[config.mk]
export PLATFORM = sky130hd
export DESIGN_NAME = ecc_ram_guard
export DESIGN_NICKNAME = d
export VERILOG_FILES = /design/src/rtl/ecc_guard_pkg.sv /design/src/rtl/eg_secded_enc.sv /design/src/rtl/eg_secded_dec.sv /design/src/rtl/eg_ctrl.sv /design/src/rtl/ecc_ram_guard.sv
export SDC_FILE = /design/constraint.sdc
export NUM_CORES = 1
export LEC_CHECK = 0
export BUFFER_PORTS_ARGS = -buffer_cell sky130_fd_sc_hd__buf_2
export CAP_MARGIN = 20
export CORE_MARGIN = 2
export CORE_UTILIZATION = 52
export DETAILED_ROUTE_END_ITERATION = 10
export GPL_ROUTABILITY_DRIVEN = 0
export PLACE_DENSITY = 0.79
export SKIP_CTS_REPAIR_TIMING = 1
export SLEW_MARGIN = 10
export SYNTH_ARGS = -nofsm -noshare
export SYNTH_HDL_FRONTEND = slang
export SYNTH_SLANG_ARGS = --single-unit
[constraint.sdc]
create_clock -name clk -period 4.1 [get_ports clk]
set_input_delay 0.205 -clock clk [delete_from_list [all_inputs] [get_ports clk]]
set_output_delay 0.205 -clock clk [all_outputs]
set_load 0.02 [all_outputs]
[src/rtl/ecc_guard_pkg.sv]
package ecc_guard_pkg;

    localparam int DW     = 32;
    localparam int HB     = 6;
    localparam int CW     = HB + 1;
    localparam int NLANE  = DW / 8;
    localparam int MAXPOS = DW + HB;

    typedef enum logic [1:0] {
        ST_IDLE     = 2'd0,
        ST_RD_CHK   = 2'd1,
        ST_PW_MERGE = 2'd2,
        ST_PW_WRITE = 2'd3
    } eg_state_e;

    typedef enum logic [1:0] {
        EV_NONE      = 2'd0,
        EV_SINGLE    = 2'd1,
        EV_DOUBLE    = 2'd2,
        EV_DOUBLE_BW = 2'd3
    } eg_evt_e;

    typedef enum logic [1:0] {
        TM_NORMAL    = 2'd0,
        TM_CHK_ONLY  = 2'd1,
        TM_DATA_ONLY = 2'd2,
        TM_NORMAL_B  = 2'd3
    } eg_tmode_e;

    // Code position of data bit i: positions count from 1, powers of two are check slots.
    function automatic logic [HB-1:0] eg_dpos(input int i);
        logic [HB-1:0] r;
        int n;
        r = '0;
        n = 0;
        for (int q = 3; q <= MAXPOS; q++) begin
            if ((q & (q - 1)) != 0) begin
                if (n == i) r = HB'(q);
                n++;
            end
        end
        return r;
    endfunction

    // Position-sum check bits: xor of the positions of all set data bits.
    function automatic logic [HB-1:0] eg_hamming(input logic [DW-1:0] d);
        logic [HB-1:0] h;
        h = '0;
        for (int i = 0; i < DW; i++) begin
            if (d[i]) h = h ^ eg_dpos(i);
        end
        return h;
    endfunction

endpackage

[src/rtl/eg_secded_enc.sv]
module eg_secded_enc
    import ecc_guard_pkg::*;
(
    input  logic [DW-1:0] data,
    output logic [CW-1:0] code
);
    logic [HB-1:0] pos_sum;

    always_comb begin
        pos_sum = eg_hamming(data);
        // Overall parity covers data and position bits.
        code    = {(^data) ^ (^pos_sum), pos_sum};
    end
endmodule

[src/rtl/eg_secded_dec.sv]
module eg_secded_dec
    import ecc_guard_pkg::*;
(
    input  logic [DW-1:0] data,
    input  logic [CW-1:0] code,
    output logic [DW-1:0] corr,
    output logic          err_single,
    output logic          err_double
);
    localparam logic [HB-1:0] LAST_POS = HB'(MAXPOS);

    logic [HB-1:0] syn;
    logic          par;
    logic          fix_data;

    always_comb begin
        syn        = eg_hamming(data) ^ code[HB-1:0];
        par        = (^data) ^ (^code);
        err_single = par && (syn <= LAST_POS);
        err_double = (!par && (syn != '0)) || (par && (syn > LAST_POS));
        // A power-of-two or zero syndrome points at a check slot: data untouched.
        fix_data   = err_single && ((syn & (syn - 1'b1)) != '0);
    end

    for (genvar i = 0; i < DW; i++) begin : g_fix
        localparam logic [HB-1:0] POS = eg_dpos(i);
        assign corr[i] = data[i] ^ (fix_data && (syn == POS));
    end
endmodule

[src/rtl/eg_ctrl.sv]
module eg_ctrl
    import ecc_guard_pkg::*;
(
    input  logic      clk,
    input  logic      rst_n,
    input  logic      req_valid,
    input  logic      req_write,
    input  logic      req_full,
    output eg_state_e state,
    output logic      req_ready,
    output logic      issue_rd,
    output logic      issue_wr,
    output logic      rsp_valid,
    output logic      chk_cycle,
    output logic      chk_bw,
    output logic      merge_en
);
    eg_state_e state_q, state_d;

    always_ff @(posedge clk or negedge rst_n) begin
        if (!rst_n) state_q <= ST_IDLE;
        else        state_q <= state_d;
    end

    always_comb begin
        state_d = state_q;
        unique case (state_q)
            ST_IDLE: begin
                if (req_valid) begin
                    if (!req_write)     state_d = ST_RD_CHK;
                    else if (!req_full) state_d = ST_PW_MERGE;
                end
            end
            ST_RD_CHK:   state_d = ST_IDLE;
            ST_PW_MERGE: state_d = ST_PW_WRITE;
            ST_PW_WRITE: state_d = ST_IDLE;
        endcase
    end

    always_comb begin
        req_ready = 1'b0;
        issue_rd  = 1'b0;
        issue_wr  = 1'b0;
        rsp_valid = 1'b0;
        chk_cycle = 1'b0;
        chk_bw    = 1'b0;
        merge_en  = 1'b0;
        unique case (state_q)
            ST_IDLE: begin
                req_ready = 1'b1;
                if (req_valid) begin
                    issue_wr = req_write && req_full;
                    issue_rd = !(req_write && req_full);
                end
            end
            ST_RD_CHK: begin
                rsp_valid = 1'b1;
                chk_cycle = 1'b1;
            end
            ST_PW_MERGE: begin
                chk_cycle = 1'b1;
                chk_bw    = 1'b1;
                merge_en  = 1'b1;
            end
            ST_PW_WRITE: begin
                issue_wr = 1'b1;
            end
        endcase
    end

    assign state = state_q;
endmodule

[src/rtl/ecc_ram_guard.sv]
module ecc_ram_guard
    import ecc_guard_pkg::*;
#(
    parameter int AW = 6
) (
    input  logic              clk,
    input  logic              rst_n,
    input  logic              req_valid,
    input  logic              req_write,
    input  logic [AW-1:0]     req_addr,
    input  logic [DW-1:0]     req_wdata,
    input  logic [NLANE-1:0]  req_be,
    output logic              req_ready,
    output logic              rsp_valid,
    output logic [DW-1:0]     rsp_rdata,
    input  logic [1:0]        test_mode,
    output logic              mem_en,
    output logic              mem_we_data,
    output logic              mem_we_chk,
    output logic [AW-1:0]     mem_addr,
    output logic [DW-1:0]     mem_wdata,
    output logic [CW-1:0]     mem_wcode,
    input  logic [DW-1:0]     mem_rdata,
    input  logic [CW-1:0]     mem_rcode,
    output logic              evt_valid,
    output logic [1:0]        evt_class,
    output logic [AW-1:0]     evt_addr,
    output logic [DW-1:0]     evt_data,
    output logic [CW-1:0]     evt_code
);
    eg_state_e         state;
    logic              issue_rd, issue_wr, chk_cycle, chk_bw, merge_en;
    logic              accept, req_full;
    logic [AW-1:0]     addr_q;
    logic [DW-1:0]     wdata_q, merged, merged_q, enc_in, corr;
    logic [NLANE-1:0]  be_q;
    logic [CW-1:0]     enc_code;
    logic              err_single, err_double;

    assign req_full = &req_be;
    assign accept   = req_valid && req_ready;

    eg_ctrl u_ctrl (
        .clk       (clk),
        .rst_n     (rst_n),
        .req_valid (req_valid),
        .req_write (req_write),
        .req_full  (req_full),
        .state     (state),
        .req_ready (req_ready),
        .issue_rd  (issue_rd),
        .issue_wr  (issue_wr),
        .rsp_valid (rsp_valid),
        .chk_cycle (chk_cycle),
        .chk_bw    (chk_bw),
        .merge_en  (merge_en)
    );

    // Request context held for the later phases.
    always_ff @(posedge clk or negedge rst_n) begin
        if (!rst_n) begin
            addr_q  <= '0;
            wdata_q <= '0;
            be_q    <= '0;
        end else if (accept) begin
            addr_q  <= req_addr;
            wdata_q <= req_wdata;
            be_q    <= req_be;
        end
    end

    eg_secded_dec u_dec (
        .data       (mem_rdata),
        .code       (mem_rcode),
        .corr       (corr),
        .err_single (err_single),
        .err_double (err_double)
    );

    for (genvar l = 0; l < NLANE; l++) begin : g_lane
        assign merged[8*l +: 8] = be_q[l] ? wdata_q[8*l +: 8] : corr[8*l +: 8];
    end

    always_ff @(posedge clk or negedge rst_n) begin
        if (!rst_n)        merged_q <= '0;
        else if (merge_en) merged_q <= merged;
    end

    assign enc_in = (state == ST_PW_WRITE) ? merged_q : req_wdata;

    eg_secded_enc u_enc (
        .data (enc_in),
        .code (enc_code)
    );

    // SRAM side: test-access codes gate the two write enables separately.
    assign mem_en      = issue_rd || issue_wr;
    assign mem_we_data = issue_wr && (test_mode != TM_CHK_ONLY);
    assign mem_we_chk  = issue_wr && (test_mode != TM_DATA_ONLY);
    assign mem_addr    = (state == ST_IDLE) ? req_addr : addr_q;
    assign mem_wdata   = enc_in;
    assign mem_wcode   = enc_code;

    assign rsp_rdata   = corr;

    assign evt_valid   = chk_cycle && (err_single || err_double);
    assign evt_class   = !evt_valid ? EV_NONE :
                         err_single ? EV_SINGLE :
                         chk_bw     ? EV_DOUBLE_BW : EV_DOUBLE;
    assign evt_addr    = addr_q;
    assign evt_data    = mem_rdata;
    assign evt_code    = mem_rcode;
endmodule

* After elaboration in Yosys (flattened, before gate mapping)
Cells that the tools add are included.
Operators by class: add/subtract/negate cells 1921, reduce and logical (&&, ||, !) cells 119, mux-type cells 4115, order comparisons 2, equal/unequal tests 1961, bitwise operators 98
Operators by type and width (count):
- $mux 32 | 1985
- $add 32x2->32 const B | 1920
- $eq 32x6->1 const B | 992
- $eq 32x5->1 const B | 496
- $eq 32x4->1 const B | 248
- $mux 5 | 960
- $eq 32x3->1 const B | 124
- $mux 6 | 511
- $eq 32x2->1 const B | 62
- $logic_not 32->1 | 62
- $mux 4 | 448
- $mux 3 | 192
- $xor 6x6->6 | 63
- $eq 6x5->1 const B | 15
- $reduce_xor 32->1 | 2
- $eq 6x4->1 const B | 7
- $logic_and 1x1->1 | 41
- $eq 6x6->1 const B | 6
- $xor 1x1->1 | 34
- $mux 8 | 4
- $eq 6x3->1 const B | 3
- $reduce_bool 6->1 | 2
- $mux 2 | 5
- $mux 1 | 8
- other kinds (20) | 26
Word-level totals: register bits after elaboration 76, input bits 87, output and inout port bits 130

* Logic depth before layout (Yosys ltp)
word-level depth 134, mapped depth 12, gate-level depth less buffers 9

* Cells and area by module
From an unflattened synthesis, not the netlist that was laid out.
Unflattened totals: cell total of the unflattened synthesis 552, area, all modules 6075.8 um^2
Modules (own cells, without submodules):
- ecc_ram_guard | area each 3826.2 um^2, times used 1, cells an instance 319
- eg_secded_dec | area each 1441.4 um^2, times used 1, cells an instance 155
- eg_secded_enc | area each 604.3 um^2, times used 1, cells an instance 57
- eg_ctrl | area each 203.9 um^2, times used 1, cells an instance 21

* Worst setup path after synthesis
No wires, ideal clock.
path type register -> output, from register u_ctrl.state_q[1] (netlist: u_ctrl.state[1]), to output port mem_wcode[6], buffers on the path 2, slack 943 ps, required time 3895 ps, data arrival time 2952 ps, stages on the path, launching flop included 12, cell sequence dfrtp_1 -> ha_1 -> clkbuf_1 -> buf_2 -> mux2i_1 -> xnor2_1 -> xnor2_1 -> xnor3_1 -> xnor3_1 -> xnor2_1 -> xnor2_1 -> xnor2_1
Between the ends: word-level cells in the longest chain between the ends 67, elaborated cells between the ends (all ways) 68, those cells by class 1 x eq/ne; 33 x mux; 32 x bitwise; 2 x reduce/logical
Ends and longest elaborated chain:
- start: declaration | RTL line eg_ctrl.sv:18 | eg_state_e state_q, state_d;
- start signal: assignment | RTL line eg_ctrl.sv:22 | else state_q <= state_d;
- $eq 2x2->1 *
- $mux 32 *
- $mux 6
- $xor 6x6->6
- $mux 6
- $xor 6x6->6
- $mux 6
- $xor 6x6->6
- [... 51 more ...]
- $xor 6x6->6
- $mux 6
- $xor 6x6->6
- $mux 6
- $xor 6x6->6
- $mux 6
- $reduce_xor 6->1
- $xor 1x1->1 *
- end: declaration | RTL line ecc_ram_guard.sv:22 | output logic [CW-1:0] mem_wcode,
Mark *: on every way between the ends. The rest lies on a longest branch, timed or not.

* Worst setup path in the final report
Ends and elaborated chain as after synthesis.

==> results.md <==
- Setup violations, final: 0
- Clk_skew: 0.00468 ns
- Final WS setup: roughly 0.36 ns
- Library cells used by synthesis: 33
- Most frequent cells in the layout: buf_2 (215), xnor2_1 (104), dfrtp_1 (76), mux2_2 (68), nor2_1 (56)
- CTS tree: yes
- Leak: between 0.003 and 0.004 uW
- Antenna cells: 0
- Vias: ~5400
- Vias per cell: about 5.7
- Fin. Hold Viols: 0
- Synth Net Count: ~730
- RSZ-0062 raised after global routing: no
- Core area: around 12000 sq um
- Die ar.: around 13000 sq um
- Detailed Routing Iterations Pass 1: 5
- First-pass GRT wire length: between 20000 and 30000 microns
- Finished Cell Area: approximately 7500 sq um
- Fraction of registers with async set/reset: 100%
- Global-route track usage on met1: a little under two fifths
- Critical Path Start Type: flop
- Busiest grt layer: met2
- Share of cells above drive strength 1: a little over two fifths
- Clock root buffer master: clkbuf_16
- Max VDD drop: approximately 670 uV
- Mean routed wirelength per cell: 19.6 microns
- CTS Sinks: 76
- PD cells: approximately 1100 nW/um^2
- Die height: 113 microns
- Status: completed
- Worst-margin pin slew: slightly above 1 ns
- Initial DRC Count: between 400 and 500
- Critical path arrival: ~3.5 ns
- RR Startpoint: u_ctrl.state[0]
- Layout overhead on the synthesized area: 19.9%
- # IOs: about 220
- Final Max Tran Viols: 0
- Latest clock arrival within the worst-skew pair: 0.34 ns
- Final Cycle Share: 91.1%
- Worst hold path type: primary input to asynchronous set/reset pin
- Largest net degree at the start of global routing: 77
- Post-synth EDFFs: 0
- Ys flop type: dfrtp_1
- CP Max Fanout: 38
- Place WS: roughly 0.72 ns
- Cell count after synthesis: 640
- Detailed-placement wirelength estimate: approximately 15000 microns
- Antenna violations before repair: 0
- All-Layer GR Usage: between 20% and 30%
- Final #Nets: 897
- CP Capture Type: output pin
- Reg2reg setup slack: approximately 1.7 ns
- Syn avg cell area: about 9.7 sq um
- Vias in the first global route: approximately 5300
- CTS max path bufs: 2
- M3 GR Usage: 5.21%
- Max-Cap Viols: 0
- Fin util: 64.6%
- Commonest non-fill, non-tap cell in the layout: buf_2
- CTS Buf Count: 9
- H-tree levels: 3
- GRT met2 Usage: roughly half
- Min Clock Period, post-route: about 3.7 ns
- Worst-path clk slew: about 0.05 ns
- # rows: 39
- Die Width: about 110 microns
- Crit path required time: slightly below 4 ns
- Flops & latches, synth: 76
- Post-route DRC: 0
- Max frequency: ~0.27 GHz
- Area after DPL: between 7000 and 8000 sq um
- Ys Warns: 0
- IO Port Bufs: 216
- Cells on worst reg2reg path: 5
- Max_slew headroom: roughly 33%
- Congestion Overflow GR: 0
- Post-route ant nets: 0
- Setup TNS: 0 ns
- CP Class: flop to output pin
- Sequential share of the synthesized area: a little under a third
- Netlist Area Pre-Place: between 6000 and 7000 sq um
- Starting Density: between 50% and 60%
- Overall routed net length: 18700 microns
- RR Endpoint: merged_q[28]
## worst max-delay path: stages, from the launching register on
cell and delay [ns]:
dfrtp_1 0.40, ha_2 0.46, buf_12 0.29, mux2i_1 0.42, xor2_1 0.32, xnor3_1 0.37
xnor3_1 0.24, xnor2_1 0.16, xnor2_1 0.21, xnor2_1 0.14, buf_2 0.18
## cells in the mapped netlist, types with 2 or more instances
master    number  share of area (%)
a21oi_1       41                3.3
a31o_2        33                4.6
buf_1          7               0.42
buf_2          4               0.32
buf_4         39                4.7
clkbuf_1      15               0.90
dfrtp_1       76                 31
ha_1           4               0.80
inv_1         22                1.3
mux2_2        68                 12
mux2i_1       19                3.1
nand2_1       43                2.6
nand3_1       20                1.6
nand4_1        2               0.20
nor2_1        56                3.4
nor3_1        11               0.88
nor4_1         3               0.30
o21ai_0        2               0.16
xnor2_1      104                 15
xnor3_1       13                4.7
xnor3_2        4                1.5
xor2_1        43                6.0
## report_power, final
part / switching, uW / internal (uW)
Clock: 306 / 537
Sequential: 315 / 1150
Combinational: 3260 / 2380
Total: 3880 / 4070
## kinds of logic (layout without fill, tap and decap cells)
kind of cell / Yosys count / count (layout) / synth area share (%)
mux: 88 / 88 / 15.5
simple gates: 139 / 139 / 9.40
flops: 76 / 76 / 30.5
xor+xnor: 165 / 165 / 27.3
buf+inv: 87 / 258 / 7.67
compound gates: 81 / 81 / 8.76
fa+ha+maj: 4 / 4 / 0.803
## area by class of cell
type / instances / area [sq um]
fillers: 967 / 4090
multi-input cells: 477 / 3860
flip-flops and latches: 76 / 1900
repair buffers: 220 / 1130
clock buffers: 13 / 280
well taps: 143 / 179
inverters: 22 / 82.6
clock inverters: 3 / 42.5
## sequential cells by signal, indices dropped and copies added, names as in the netlist
register and flops:
evt_addr 6, be_q 4, u_ctrl.state 2, merged_q 32, wdata_q 32
## per-layer routing
metal / up-vias / share of wire (%)
met4: 0 / 2.3
met5: - / 0
li1: 2469 / -
met2: 297 / 49
met1: 2593 / 41
met3: 34 / 7.5
## how the worst max path moves through the flow
stage                         start            to  slack (ns)  depth (start not counted)
floorplan           u_ctrl.state[1]  mem_wcode[6]        0.94                         11
global placement    u_ctrl.state[1]  mem_wcode[6]        0.78                         10
detailed placement  u_ctrl.state[1]  mem_wcode[6]        0.72                         10
CTS                 u_ctrl.state[1]  mem_wcode[6]        0.34                         10
global route        u_ctrl.state[1]  mem_wcode[6]        0.14                         10
finish              u_ctrl.state[1]  mem_wcode[6]        0.36                         10
## stage by stage
step / hold WS (ns) / total power, uW / std cells
finish: 0.0162 / 7950 / 954
global route: 0.102 / 8430 / 954
CTS: 0.0718 / 7930 / 954
detailed placement: 0.420 / 7060 / 938
global placement: 0.411 / 6900 / 938
floorplan: -0.0906 / 5570 / 640
Note: power is estimated with default switching activity, not from simulation.
